**src/rtl/s100_io_port.sv**
```systemverilog
module s100_io_port #(
  parameter int          ADDR_W    = 16,
  parameter int          DATA_W    = 8,
  parameter int          SW_W      = 4,
  parameter logic [15:0] PORT_ADDR = 16'h0068
) (
  input  logic              clk,
  input  logic              rst_n,
  input  logic [ADDR_W-1:0] addr,
  input  logic              s_out,
  input  logic              s_inp,
  input  logic              wr_n,
  input  logic              dbin,
  input  logic [DATA_W-1:0] dout_bus,
  input  logic [SW_W-1:0]   sw,
  input  logic              mode,
  input  logic              dir,
  output logic [DATA_W-1:0] led,
  output logic [DATA_W-1:0] din_bus,
  output logic              din_oe_n,
  output logic              listen_oe_n
);

  localparam int SYNC_W = ADDR_W + DATA_W + 4;
  localparam logic [SYNC_W-1:0] SYNC_IDLE = {{(ADDR_W + DATA_W + 2){1'b0}}, 1'b1, 1'b0};

  logic [SYNC_W-1:0] meta_q, sync_q;
  logic [ADDR_W-1:0] addr_s;
  logic [DATA_W-1:0] dout_s;
  logic              out_s, inp_s, wr_n_s, dbin_s, wr_n_q;
  logic [DATA_W-1:0] port_q;

  always_ff @(posedge clk or negedge rst_n) begin
    if (!rst_n) begin
      meta_q <= SYNC_IDLE;
      sync_q <= SYNC_IDLE;
      wr_n_q <= 1'b1;
    end else begin
      meta_q <= {addr, dout_bus, s_out, s_inp, wr_n, dbin};
      sync_q <= meta_q;
      wr_n_q <= wr_n_s;
    end
  end

  assign {addr_s, dout_s, out_s, inp_s, wr_n_s, dbin_s} = sync_q;

  logic hit, wr_fall, wr_take, rd_hit;
  assign hit     = (addr_s == PORT_ADDR[ADDR_W-1:0]) && !dir;
  assign wr_fall = wr_n_q && !wr_n_s;
  assign wr_take = wr_fall && out_s && hit;
  assign rd_hit  = inp_s && dbin_s && hit;

  always_ff @(posedge clk or negedge rst_n) begin
    if (!rst_n)       port_q <= '0;
    else if (wr_take) port_q <= dout_s;
  end

  assign led         = port_q;
  assign listen_oe_n = dir;
  assign din_oe_n    = !rd_hit;
  assign din_bus     = !rd_hit ? '0 : (mode ? port_q : {(DATA_W / SW_W){sw}});

  a_r3_single_capture: assert property (@(posedge clk) disable iff (!rst_n)
    !$stable(led) |-> $past(wr_n_q && !wr_n_s && out_s));

  a_r6_read_window: assert property (@(posedge clk) disable iff (!rst_n)
    !din_oe_n |-> (inp_s && dbin_s && addr_s == PORT_ADDR[ADDR_W-1:0] && !dir));

  a_r7_master_quiet: assert property (@(posedge clk) disable iff (!rst_n)
    dir |-> (din_oe_n && listen_oe_n));

  a_r4_switch_byte: assert property (@(posedge clk) disable iff (!rst_n)
    (!din_oe_n && !mode) |-> (din_bus[DATA_W-1:DATA_W-SW_W] == din_bus[SW_W-1:0]));

  a_r6_idle_zero: assert property (@(posedge clk) disable iff (!rst_n)
    din_oe_n |-> (din_bus == '0));

  a_r1_full_match: assert property (@(posedge clk) disable iff (!rst_n)
    !$stable(led) |-> ($past(addr_s) == PORT_ADDR[ADDR_W-1:0]));

endmodule

```
**config.mk**
```make
export PLATFORM = sky130hd
export DESIGN_NAME = s100_io_port
export DESIGN_NICKNAME = d
export VERILOG_FILES = /design/src/rtl/s100_io_port.sv
export SDC_FILE = /design/constraint.sdc
export NUM_CORES = 1
export LEC_CHECK = 0
export BUFFER_PORTS_ARGS = -buffer_cell sky130_fd_sc_hd__buf_2
export CAP_MARGIN = 30
export CORE_AREA = 2 2 69 65
export CTS_CLUSTER_SIZE = 40
export DETAILED_ROUTE_END_ITERATION = 10
export DIE_AREA = 0 0 71 67
export GPL_TIMING_DRIVEN = 0
export HOLD_SLACK_MARGIN = 0.03
export MAX_ROUTING_LAYER = met4
export PLACE_DENSITY_LB_ADDON = 0.15
export SKIP_LAST_GASP = 1
export SYNTH_ARGS = -nofsm -noshare
export SYNTH_HDL_FRONTEND = slang
export SYNTH_SLANG_ARGS = --single-unit
```
**constraint.sdc**
```tcl
create_clock -name clk -period 3.9 [get_ports clk]
set_input_delay 0.585 -clock clk [delete_from_list [all_inputs] [get_ports clk]]
set_output_delay 0.585 -clock clk [all_outputs]
set_load 0.01 [all_outputs]
```
==> impl_metrics.yaml <==
status:
  outcome: "completed"
pwr:
  powerDensity_nw_per_um2: 498
  seq_power_share: 0.580
  power.share.clock: 0.388
  net-switching-power_uw: 240
  ir_drop_mv: 0.270
  switching_share: 0.195
  p_int_uw: 989
  leakagePower_uw: 0.00122
  comb_power_share: 0.031
route:
  vias: 990
  drc: 0
  finalWirelength_um: 2660
  drt_iter0_drc: 27
  via_per_inst: 4.44
  wl_per_cell_um: 11.9
  antenna_left: 0
  drt_pass1_iterations: 4
die:
  die_area_um2: 4760
  die_h_um: 67
  start_util: 0.489
  coreArea_um2: 3990
  rows: 22
  die_w_um: 71
  ios: 54
synthesis:
  postSynthAreaPerCell_um2: 18.6
  synth_area_um2: 1950
  synthCells: 105
  yosys_warnings: 0
  synth_cell_types: 16
  synth_seq_cells: 65
  synth_nets: 141
  ys_seq_area_frac: 0.835
clocking:
  cts_resized: 0
  cts_buffers: 9
  ctsHoldBuffers: 0
  cts_root_buffer: "clkbuf_8"
  cts_tree: "yes"
  cts.sinks: 65
  postCtsSetupRepairBufs: 0
  clock_latency_ns: 0.32
  clockBufferDepth: 2
  htree_num_levels: 3
  path_clk_slew_ns: 0.06
layout:
  fillers: 313
  drive_above_1_share: 0.474
  area_delta_synth_final_pct: 26.5
  nets: 206
  layout.cells.non_filler: 223
  fin_area_um2: 2470
  diodes: 0
  fin_util: 0.618
placed_design:
  place.gp.congestion: 0.699
  dp.cells: 207
  dp_hpwl_um: 1870
  portBuffers: 53
  post_dp_cell_area_um2: 2300
worst_setup_path:
  cp_max_fo: 9
  critPathBufInv: 1
  end_kind: "output port"
  slowest_delay_ns: 0.52
  slowest_stage: "or4_4"
  arrival_ns: 2.14
  crit_cells: 5
  cp_top_family: "simple AND/OR/NAND/NOR gates"
  crit_required_ns: 3.31
  ff2ff_path_depth: 5
  path_class: "flop to output port"
  cp-start-kind: "flop"
  crit_chain: "or4_4, nor4_2, nand4_2, a21oi_1, buf_2"
worst_hold_path:
  min-delay-path-class: "primary input to async pin"
run:
  drv_cap: 0
sta:
  grt_setup_unrepaired: "false"
  fin_setup_tns_ns: 0
  min_period_ns: 2.72
  hold_viol: 0
  finalSetupViolations: 0
  tightest_slew_ns: 0.702
  fmax_mhz: 367
  slew_violations: 0
  fin_skew_ns: 0.00640
  period_share: 0.699
  relSlewSlack: 0.532
global_routing:
  grt-ovfl-total: 0
  grt_pass1_wl_um: 4420
  grt_max_degree: 34
  antenna_found_initial: 0
  first_global_vias: 990
  grt_use_total: 0.140
metrics by stage:
step	setup WS [ns]	hold WS [ns]	total power (uW)
2_1_floorplan	1.66	0.289	730
3_3_place_gp	1.57	0.333	760
3_5_place_dp	1.51	0.335	766
4_1_cts	1.14	0.319	1250
5_1_grt	0.995	0.338	1290
6_report	1.18	0.310	1230
power by group through the flow:
stage               clock, uW  combinational, uW  sequential [uW]
CTS                       496               40.2              714
finish                    478               38.4              713
floorplan                   0               6.32              723
global route              531               44.2              716
global placement            0               35.5              724
detailed placement          0               40.2              726
final timing paths:
check | from | endpoint | slack (ns)
setup / recovery | sync_q[22] | din_bus[3] | 1.18
hold / removal | rst_n | sync_q[25] | 0.31
setup reg to reg | sync_q[22] | led[5] | 1.92
hold reg to reg | meta_q[26] | sync_q[26] | 0.34
max in group asynchronous | rst_n | led[2] | 2.99
min in group clk | meta_q[26] | sync_q[26] | 0.34
logic make-up (layout without fill, tap and decap cells):
| kind of cell | count (synthesis) | count (layout) | share of synthesized area |
|---|---|---|---|
| multiplexers | 8 | 8 | 0.0615 |
| flip-flops | 65 | 65 | 0.835 |
| AND/OR/NAND/NOR | 21 | 21 | 0.0711 |
| AO/OA/AOI/OAI | 8 | 8 | 0.0205 |
| buffers and inverters | 3 | 73 | 0.0115 |
cells in the mapped netlist (all sizes together):
cell,number,area (um^2)
nand2b,4,25.0
dfstp,3,78.8
or4b,1,10.0
clkbuf,1,3.75
or4,1,11.3
nand2,9,33.8
nand4bb,1,11.3
dfrtp,62,1550
mux2,8,120
nor4,2,25.0
a21oi,8,40.0
nand4,1,12.5
and3,1,6.26
nor2,1,3.75
buf,2,18.8
placed cells by master (no fill, tap or decap), drive strengths merged:
cell and instances:
a21oi 8, buf 56, nand4 1, mux2 8, or4b 1, nor4 2
clkbuf 16, nand4bb 1, clkinv 1, nor2 1, and3 1, or4 1
dfrtp 62, nand2 9, nand2b 4, dfstp 3
registers in the layout, summed over array words and instances (netlist names):
name and cells:
sync_q 28, wr_n_q 1, led 8, meta_q 28
per-layer routing:
layer,vias up,track usage,wire [um]
li1,476,-,-
met1,464,0.137,1000
met2,43,0.223,1380
met3,7,0.0620,199
met4,0,0.0991,75
met5,-,-,0
worst reg2reg max path, cell delays in order, from the launching register on:
cell     delay, ns
dfrtp_1       0.36
or4_4         0.52
nor4_2        0.29
and3_1        0.23
buf_6         0.16
mux2_4        0.31
layout make-up:
class	instances	area, um^2	area share
Tap cell	48	60.1	0.0243
Multi-Input combinational cell	37	299	0.121
Clock buffer	15	166	0.0674
Sequential cell	65	1630	0.660
Buffer	3	22.5	0.00912
Clock inverter	1	5.00	0.00203
Timing Repair Buffer	54	285	0.116
Note: power is estimated with default switching activity, not from simulation.
